<file path="src/rtl/irq_regs_pkg.sv">
package irq_regs_pkg;
   // internal source indices
   localparam int SRC_SP0  = 0;
   localparam int SRC_SP1  = 1;
   localparam int SRC_DMA0 = 2;
   localparam int SRC_DMA1 = 3;
   localparam int SRC_TMR0 = 4;
   localparam int NUM_TMR  = 3;
   localparam int NUM_SRC  = SRC_TMR0 + NUM_TMR;
   localparam int NUM_EXT  = 5;
   localparam int WORD_W   = 16;

   // field positions decoded by software
   localparam int RQ_SP0    = 10;
   localparam int RQ_SP1    = 9;
   localparam int RQ_EXT_LO = 4;
   localparam int RQ_DMA1   = 3;
   localparam int RQ_DMA0   = 2;
   localparam int RQ_TMR    = 0;
   localparam int ST_HALT   = 15;
   localparam int ST_TMR_LO = 0;

   typedef logic [WORD_W-1:0] reg_word_t;
endpackage

</file>
<file path="src/rtl/irq_sync.sv">
module irq_sync #(
   parameter int W      = 5,
   parameter int STAGES = 2
) (
   input  logic         clk,
   input  logic         rst_n,
   input  logic [W-1:0] pin,
   output logic [W-1:0] q
);
   generate
      if (STAGES < 2) begin : g_bad_stages
         $error("irq_sync needs at least two stages");
      end
      if (W < 1) begin : g_bad_width
         $error("irq_sync width must be positive");
      end
   endgenerate

   logic [W-1:0] stg [STAGES];

   always_ff @(posedge clk) begin
      if (!rst_n) begin
         for (int k = 0; k < STAGES; k++) stg[k] <= '0;
      end else begin
         stg[0] <= pin;
         for (int k = 1; k < STAGES; k++) stg[k] <= stg[k-1];
      end
   end

   assign q = stg[STAGES-1];

   // level seen at the output is the pin two edges earlier
   generate
      if (STAGES == 2) begin : g_chk2
         a_r6_sync_delay: assert property (@(posedge clk) disable iff (!rst_n)
            ($past(rst_n) && $past(rst_n, 2)) |-> (q == $past(pin, 2)));
      end
   endgenerate
endmodule

</file>
<file path="src/rtl/irq_pend_bank.sv">
module irq_pend_bank #(
   parameter int N = 7
) (
   input  logic         clk,
   input  logic         rst_n,
   input  logic [N-1:0] rst_val,
   input  logic [N-1:0] req,
   input  logic [N-1:0] ack,
   output logic [N-1:0] pend
);
   generate
      if (N < 1) begin : g_bad_n
         $error("irq_pend_bank needs at least one source");
      end
      for (genvar i = 0; i < N; i++) begin : g_bit
         always_ff @(posedge clk) begin
            if (!rst_n)      pend[i] <= rst_val[i];
            else if (req[i]) pend[i] <= 1'b1;
            else if (ack[i]) pend[i] <= 1'b0;
         end

         // a request sets the bit
         a_r1_req_sets: assert property (@(posedge clk) disable iff (!rst_n)
            req[i] |=> pend[i]);
         // with no event the bit holds
         a_r1_hold: assert property (@(posedge clk) disable iff (!rst_n)
            (!req[i] && !ack[i]) |=> $stable(pend[i]));
         // an acknowledge alone clears the bit
         a_r2_ack_clears: assert property (@(posedge clk) disable iff (!rst_n)
            (ack[i] && !req[i]) |=> !pend[i]);
         // request wins over a coincident acknowledge
         a_r3_req_wins: assert property (@(posedge clk) disable iff (!rst_n)
            (ack[i] && req[i]) |=> pend[i]);
      end
   endgenerate
endmodule

</file>
<file path="src/rtl/irq_halt_flag.sv">
module irq_halt_flag (
   input  logic clk,
   input  logic rst_n,
   input  logic rst_val,
   input  logic nmi_enter,
   input  logic irq_return,
   output logic halt
);
   always_ff @(posedge clk) begin
      if (!rst_n)          halt <= rst_val;
      else if (nmi_enter)  halt <= 1'b1;
      else if (irq_return) halt <= 1'b0;
   end

   // entry sets, lone return clears
   a_r7_nmi_sets: assert property (@(posedge clk) disable iff (!rst_n)
      nmi_enter |=> halt);
   a_r7_ret_clears: assert property (@(posedge clk) disable iff (!rst_n)
      (irq_return && !nmi_enter) |=> !halt);
   // coincident entry and return leave it set
   a_r8_coincide: assert property (@(posedge clk) disable iff (!rst_n)
      (irq_return && nmi_enter) |=> halt);
   a_r7_idle_hold: assert property (@(posedge clk) disable iff (!rst_n)
      (!irq_return && !nmi_enter) |=> $stable(halt));
endmodule

</file>
<file path="src/rtl/irq_read_mux.sv">
module irq_read_mux
   import irq_regs_pkg::*;
#(
   parameter int          ADDR_W   = 8,
   parameter [ADDR_W-1:0] REQ_OFS  = 8'h2E,
   parameter [ADDR_W-1:0] STAT_OFS = 8'h30
) (
   input  logic               clk,
   input  logic               rst_n,
   input  logic [NUM_SRC-1:0] pend,
   input  logic [NUM_EXT-1:0] ext,
   input  logic               halt,
   input  logic [ADDR_W-1:0]  rd_addr,
   output reg_word_t          rd_data
);
   generate
      if (REQ_OFS == STAT_OFS) begin : g_bad_ofs
         $error("request and status offsets must differ");
      end
   endgenerate

   reg_word_t req_word, stat_word;

   always_comb begin
      req_word = '0;
      req_word[RQ_SP0]  = pend[SRC_SP0];
      req_word[RQ_SP1]  = pend[SRC_SP1];
      req_word[RQ_DMA1] = pend[SRC_DMA1];
      req_word[RQ_DMA0] = pend[SRC_DMA0];
      req_word[RQ_TMR]  = |pend[SRC_TMR0 +: NUM_TMR];
      req_word[RQ_EXT_LO +: NUM_EXT] = ext;

      stat_word = '0;
      stat_word[ST_HALT] = halt;
      stat_word[ST_TMR_LO +: NUM_TMR] = pend[SRC_TMR0 +: NUM_TMR];
   end

   always_comb begin
      if (rd_addr == REQ_OFS)       rd_data = req_word;
      else if (rd_addr == STAT_OFS) rd_data = stat_word;
      else                          rd_data = '0;
   end

   // reserved request bits read zero
   a_r4_req_rsvd: assert property (@(posedge clk) disable iff (!rst_n)
      (rd_addr == REQ_OFS) |-> (rd_data[15:11] == 5'd0 && rd_data[1] == 1'b0));
   // reserved status bits read zero
   a_r5_stat_rsvd: assert property (@(posedge clk) disable iff (!rst_n)
      (rd_addr == STAT_OFS) |-> (rd_data[14:3] == 12'd0));
   // unmapped addresses read zero
   a_r10_unmapped: assert property (@(posedge clk) disable iff (!rst_n)
      (rd_addr != REQ_OFS && rd_addr != STAT_OFS) |-> (rd_data == '0));
endmodule

</file>
<file path="src/rtl/irq_state_regs.sv">
module irq_state_regs
   import irq_regs_pkg::*;
#(
   parameter int          ADDR_W          = 8,
   parameter [ADDR_W-1:0] REQ_OFS         = 8'h2E,
   parameter [ADDR_W-1:0] STAT_OFS        = 8'h30,
   parameter int          SYNC_STAGES     = 2,
   parameter [15:0]       MASTER_STAT_RST = 16'h0000
) (
   input  logic               clk,
   input  logic               rst_n,
   input  logic               master_mode,
   input  logic [NUM_SRC-1:0] src_req,
   input  logic [NUM_SRC-1:0] src_ack,
   input  logic [NUM_EXT-1:0] ext_irq,
   input  logic               nmi_enter,
   input  logic               irq_return,
   input  logic [ADDR_W-1:0]  rd_addr,
   output logic [15:0]        rd_data,
   output logic               dma_halt
);
   generate
      if (MASTER_STAT_RST[14:3] != 12'd0) begin : g_bad_rst
         $error("master reset value must keep reserved status bits zero");
      end
   endgenerate

   logic [NUM_SRC-1:0] pend, pend_rst;
   logic [NUM_EXT-1:0] ext_s;
   logic               halt, halt_rst;

   // slave mode resets to zero; master mode takes the parameter
   always_comb begin
      pend_rst = '0;
      pend_rst[SRC_TMR0 +: NUM_TMR] = master_mode ? MASTER_STAT_RST[ST_TMR_LO +: NUM_TMR]
                                                  : '0;
      halt_rst = master_mode & MASTER_STAT_RST[ST_HALT];
   end

   irq_sync #(.W(NUM_EXT), .STAGES(SYNC_STAGES)) u_sync (
      .clk(clk), .rst_n(rst_n), .pin(ext_irq), .q(ext_s));

   irq_pend_bank #(.N(NUM_SRC)) u_pend (
      .clk(clk), .rst_n(rst_n), .rst_val(pend_rst),
      .req(src_req), .ack(src_ack), .pend(pend));

   irq_halt_flag u_halt (
      .clk(clk), .rst_n(rst_n), .rst_val(halt_rst),
      .nmi_enter(nmi_enter), .irq_return(irq_return), .halt(halt));

   irq_read_mux #(.ADDR_W(ADDR_W), .REQ_OFS(REQ_OFS), .STAT_OFS(STAT_OFS)) u_mux (
      .clk(clk), .rst_n(rst_n), .pend(pend), .ext(ext_s), .halt(halt),
      .rd_addr(rd_addr), .rd_data(rd_data));

   assign dma_halt = halt;

   // first cycle after a slave-mode reset everything is clear
   a_r9_slave_reset: assert property (@(posedge clk) disable iff (!rst_n)
      ($past(!rst_n) && !$past(master_mode)) |-> (pend == '0 && !halt));
endmodule

</file>
<file path="config.mk">
export PLATFORM = sky130hd
export DESIGN_NAME = irq_state_regs
export DESIGN_NICKNAME = d
export VERILOG_FILES = /design/src/rtl/irq_regs_pkg.sv /design/src/rtl/irq_sync.sv /design/src/rtl/irq_pend_bank.sv /design/src/rtl/irq_halt_flag.sv /design/src/rtl/irq_read_mux.sv /design/src/rtl/irq_state_regs.sv
export SDC_FILE = /design/constraint.sdc
export NUM_CORES = 1
export LEC_CHECK = 0
export ABC_CLOCK_PERIOD_IN_PS = 2000
export BUFFER_PORTS_ARGS = -buffer_cell sky130_fd_sc_hd__buf_4
export CAP_MARGIN = 20
export CORE_MARGIN = 10
export CORE_UTILIZATION = 42
export DETAILED_ROUTE_END_ITERATION = 7
export PLACE_DENSITY = 0.83
export SETUP_SLACK_MARGIN = 0.5
export SYNTH_ARGS = -nofsm -noshare
export SYNTH_HDL_FRONTEND = slang
export SYNTH_SLANG_ARGS = --single-unit
</file>
<file path="constraint.sdc">
create_clock -name clk -period 2 [get_ports clk]
set_input_delay 0 -clock clk [delete_from_list [all_inputs] [get_ports clk]]
set_output_delay 0 -clock clk [all_outputs]
set_load 0.03 [all_outputs]
</file>
# Word-level counts from Yosys, hierarchy flattened

Memory sizes are Yosys's and may differ from the RTL's.
Index checks and enable logic that the tools add are counted.

Reduce and logical (&&, ||, !) cells: 9
Multiplexer cells: 22
Eq/ne operators: 2
Bitwise logic cells: 2

Operators by type and width:

| operator                                       | count |
|---|---|
| 2-to-1 mux 16 bit                              | 2 |
| 2-to-1 mux 1 bit                               | 18 |
| == test 8 x 6 -> 1 bit (second input constant) | 2 |
| nonzero test 2 bit                             | 8 |
| 2-to-1 mux 5 bit                               | 2 |
| OR reduction 3 bit                             | 1 |
| bitwise OR 1 bit                               | 2 |

Memory bits (writable): 10
Memories kept: 1
Bits of input ports: 32
Register bits: 8

Memories:

| name       | words | bits a word | read ports | clocked after memory_dff | wr ports | RTL line       | text |
|---|---|---|---|---|---|---|---|
| u_sync.stg | 2     | 5           | 2          | 0                        | 2        | irq_sync.sv:19 | `logic [W-1:0] stg [STAGES];` |

# Depth between registers and ports, before layout

Depth in word-level cells: 3
Depth in mapped cells: 3
Gate-level depth less buffers: 3

# Modules after synthesis

Synthesis repeated with hierarchy kept, for this count alone.

Cell total of the unflattened synthesis: 76
Area total of the unflattened synthesis: 892.1 sq um

Modules (own cells, without submodules):

| module         | instances | seq. area each (sq um) | cells each | area an instance (sq um) |
|---|---|---|---|---|
| irq_pend_bank  | 1         | 210.2                  | 22         | 361.6 |
| irq_sync       | 1         | 200.2                  | 25         | 300.3 |
| irq_read_mux   | 1         | 0.0                    | 25         | 176.4 |
| irq_halt_flag  | 1         | 30.0                   | 3          | 50.0 |
| irq_state_regs | 1         | 0.0                    | 1          | 3.8 |

# Worst setup path after synthesis

No wires, ideal clock.

Path kind: input to output
Start point: input port rd_addr[0]
End point: output port rd_data[0]
Arrival time: 1.069 ns
Required time: 2.000 ns
Setup slack: 0.931 ns
Stages: 2
Cells stage by stage: or4b_4 -> a21oi_1

Longest elaborated chain between the ends: 3
Elaborated cells between the ends (all ways): 4
Those cells by class: 2 x eq/ne; 2 x mux

RTL lines:

| element                | RTL line             | text |
|---|---|---|
| start, declared        | irq_state_regs.sv:18 | `input logic [ADDR_W-1:0] rd_addr,` |
| == test 8 x 6 -> 1 bit | irq_read_mux.sv:40   | `else if (rd_addr == STAT_OFS) rd_data = stat_word;` |
| 2-to-1 mux 16 bit      | irq_read_mux.sv:40   |  |
| 2-to-1 mux 16 bit *    | irq_read_mux.sv:39   | `if (rd_addr == REQ_OFS) rd_data = req_word;` |
| end, declared          | irq_state_regs.sv:19 | `output logic [15:0] rd_data,` |

Every way passes the cells marked *; elsewhere a longest branch is shown, timed or not.

# Worst setup path in the final report

Start point: input port rd_addr[0]
End point: output port rd_data[7]

Longest elaborated chain between the ends: 2

RTL lines:

| element                | RTL line |
|---|---|
| == test 8 x 6 -> 1 bit | irq_read_mux.sv:39 |
| 2-to-1 mux 16 bit      | irq_read_mux.sv:39 |

Every way passes these cells.

==> results by group <==
Power and ir drop
  • Share of power burned in registers: 53.9%
  • Clock power share: 30.4%
  • Combinational Power Share: 15.7%
  • Sw frac: 21.5%
  • Max VDD drop: 591 uV
  • Net Sw Power: 0.154 mW
  • Internal power: 0.562 mW
  • Leakage: 0.563 nW
  • Power density cells: 596 nW/um2

Logic synthesis
  • Yosys top cell by area: dfxtp_1
  • Cell count after synthesis: 70
  • Multiplexer area fraction after synthesis: 0%
  • Synth area leaders: dfxtp_1 51%, and2_1 18%, o21a_1 8.4%, nor2b_1 7.9%, buf_4 4.2%
  • Mean Syn Cell Area: 10.2 um2
  • Synth top area share: 50.5%
  • Largest family of logic cells by synthesized area: simple AND/OR/NAND/NOR gates
  • Post-synthesis sequential area ratio: 50.5%
  • #FFs+latches synth: 18
  • Synth Area in Compound Gates: 11.2%
  • Synth Cell Area: 713 um2
  • Synth warn: 0
  • Synth Area in XOR/XNOR: 0%
  • Simple-Gate Fraction of Synth Area: 33.0%
  • Adder-cell share of the synthesized area: 0%
  • Synth unique cells: 16

Global route
  • Vias in the first global route: 726
  • Largest net degree at the start of global routing: 19
  • Overflow after GRT: 0
  • Total track usage: 11.1%
  • Global-route wire length before repair: 3160 um
  • Initial antenna violation count: 0

Worst setup path
  • Worst R2R Setup Slack: 1.26 ns
  • Worst Setup End Kind: primary output
  • Worst path slowest cell: or4b_4
  • WP buf/inv: 2
  • Delay-heaviest family, CP: simple AND/OR/NAND/NOR gates
  • Worst setup path class: input pin to primary output
  • Cell mode on critical path: buf_4
  • Critical Path, Cell by Cell: buf_4 -> or4b_4 -> nor2b_4 -> and2_1 -> buf_4
  • Worst-path fanout max: 8
  • WP data arrival: 1.17 ns
  • Worst r2r src: u_pend.pend[5]$_SDFFE_PN0P_
  • Critical Path Max Stage Delay: 0.57 ns
  • Worst path required time: 2.00 ns
  • CP startpoint kind: input pin
  • Worst Setup SP: rd_addr[0]

Timing
  • RSZ-0062 raised after global routing: no
  • Final hold slack: 0.00835 ns
  • Final setup fails: 0
  • Fin. max-slew vios: 0
  • Fin. Hold Viols: 0
  • Slew headroom: 66.2%
  • Fin crit share: 58.6%
  • Final TNS setup: 0 ns
  • Crit path time final: 1.17 ns
  • Least-Margin Pin Slew: 0.499 ns
  • Final clock skew: 0.00457 ns
  • Highest Clock Rate: 0.853 GHz

Floorplan
  • Core area: 1560 um2
  • Site Rows: 14
  • Initial Util: 45.7%
  • DIE WIDTH: 61.2 um
  • Die ar.: 3750 um2
  • Die Y: 61.2 um
  • # IOs: 49

Worst hold path
  • Min-delay worst type: input pin to flop
  • Hold Startpoint: src_ack[6]

Placement
  • Final Wtd Congestion: 0.695
  • IO buf count: 43

Detailed routing
  • ANT nets after route: 0
  • First-pass DRT Iterations: 2
  • Number of vias per cell: 4.60
  • Via count: 663
  • Final routed DRC violation total: 0
  • DR WL/cell: 14.4 um
  • DR iter-0 viols: 5
  • Final WL: 2080 um

Job
  • Max-Cap Viols: 0

Run status
  • Status: finished clean

CTS
  • Post-CTS setup buffers: 0
  • Clk slew on worst S/H paths: 0.10 ns
  • Hold_buf cts: 13
  • CTS tree: done
  • CTS root buf: clkbuf_4
  • Sink Count: 18
  • Worst skew pair latency: 0.28 ns
  • Post-cts resize count: 0
  • Clock Tree Buf Depth: 2
  • H-tree depth: 1
  • Total clock buffers created by CTS: 3

Finish
  • Area grow syn2layout: 68.2%
  • Layout cells sized above 1: 38.3%
  • Final #Nets: 161
  • Antenna cells: 0
==> flip-flops by register name (all words and copies together) (netlist names) <==
| name | flops |
|---|---|
| u_sync.stg | 10 |
| u_pend.pend | 7 |
| u_halt.halt | 1 |
==> cell type report <==
type,instances,area (um2)
clock buffers,4,36.3
repair buffers,56,453
multi-input cells,50,330
well taps,16,20.0
fillers,106,359
flip-flops and latches,18,360
==> metal layers <==
layer	GRT usage [%]	wire, um	share of wire (%)	up-vias
met1	8.54	641	31	301
met5	0	0	0	-
li1	-	-	-	336
met3	4.73	230	11	2
met2	23.8	1190	57	24
met4	2.93	17	0.82	0
==> per-stage QoR <==
stage,instances,power (mW),util [%],area (um2),worst slack (ns)
floorplan,73,0.436,-,724,0.931
global placement,127,0.480,66.3,1030,0.830
detailed placement,127,0.485,66.3,1030,0.813
CTS,144,0.719,77.0,1200,0.813
global route,144,0.743,77.0,1200,0.732
finish,144,0.716,77.0,1200,0.828
==> worst min-delay path: cells and delay by family <==
family	cells	cell delay (ns)
simple gates	1	0.03
compound gates	1	0.15
buf+inv	1	0.08
==> cells in the mapped netlist <==
master    instances
a21oi_1           1
a22oi_1           1
and2_1           20
or4b_4            1
nor4b_1           1
conb_1            1
o31ai_1           1
clkbuf_1          1
nor2_1            1
buf_4             4
and4b_1           1
nand2_1           1
o21a_1            8
nor2b_1           9
dfxtp_1          18
nor2b_4           1
==> cells in the final DEF (no fill, tap or decap) <==
master / n
buf_4: 43
and2_1: 20
dfxtp_1: 18
dlygate4sd3_1: 13
nor2b_1: 9
o21a_1: 8
conb_1: 4
clkbuf_4: 3
or4b_4: 1
and4b_1: 1
nor2b_4: 1
nor4b_1: 1
a22oi_1: 1
nor2_1: 1
o31ai_1: 1
nand2_1: 1
a21oi_1: 1
clkbuf_8: 1
==> worst paths after layout <==
path / cells after the start / to
max reg2reg: 2 / u_pend.pend[5]$_SDFFE_PN0P_
min: 3 / u_pend.pend[6]$_SDFFE_PN0P_
min reg2reg: 1 / u_sync.stg[0][9]$_SDFF_PN0_
max: 5 / rd_data[7]
==> logic make-up (layout without fill, tap and decap cells) <==
logic type             Yosys count  count (layout)
AOI/OAI and AO/OA               11              11
DFF                             18              18
other                            1               4
and+or+nand+nor                 35              35
buffers and inverters            5              60
==> power groups by stage <==
stage	Combinational (mW)	Clock (mW)	Sequential [mW]
floorplan	0.0425	0	0.394
global placement	0.0874	0	0.393
detailed placement	0.0914	0	0.394
CTS	0.112	0.222	0.386
global route	0.122	0.233	0.388
finish	0.113	0.217	0.386
Power figures use the tool's default switching activity.
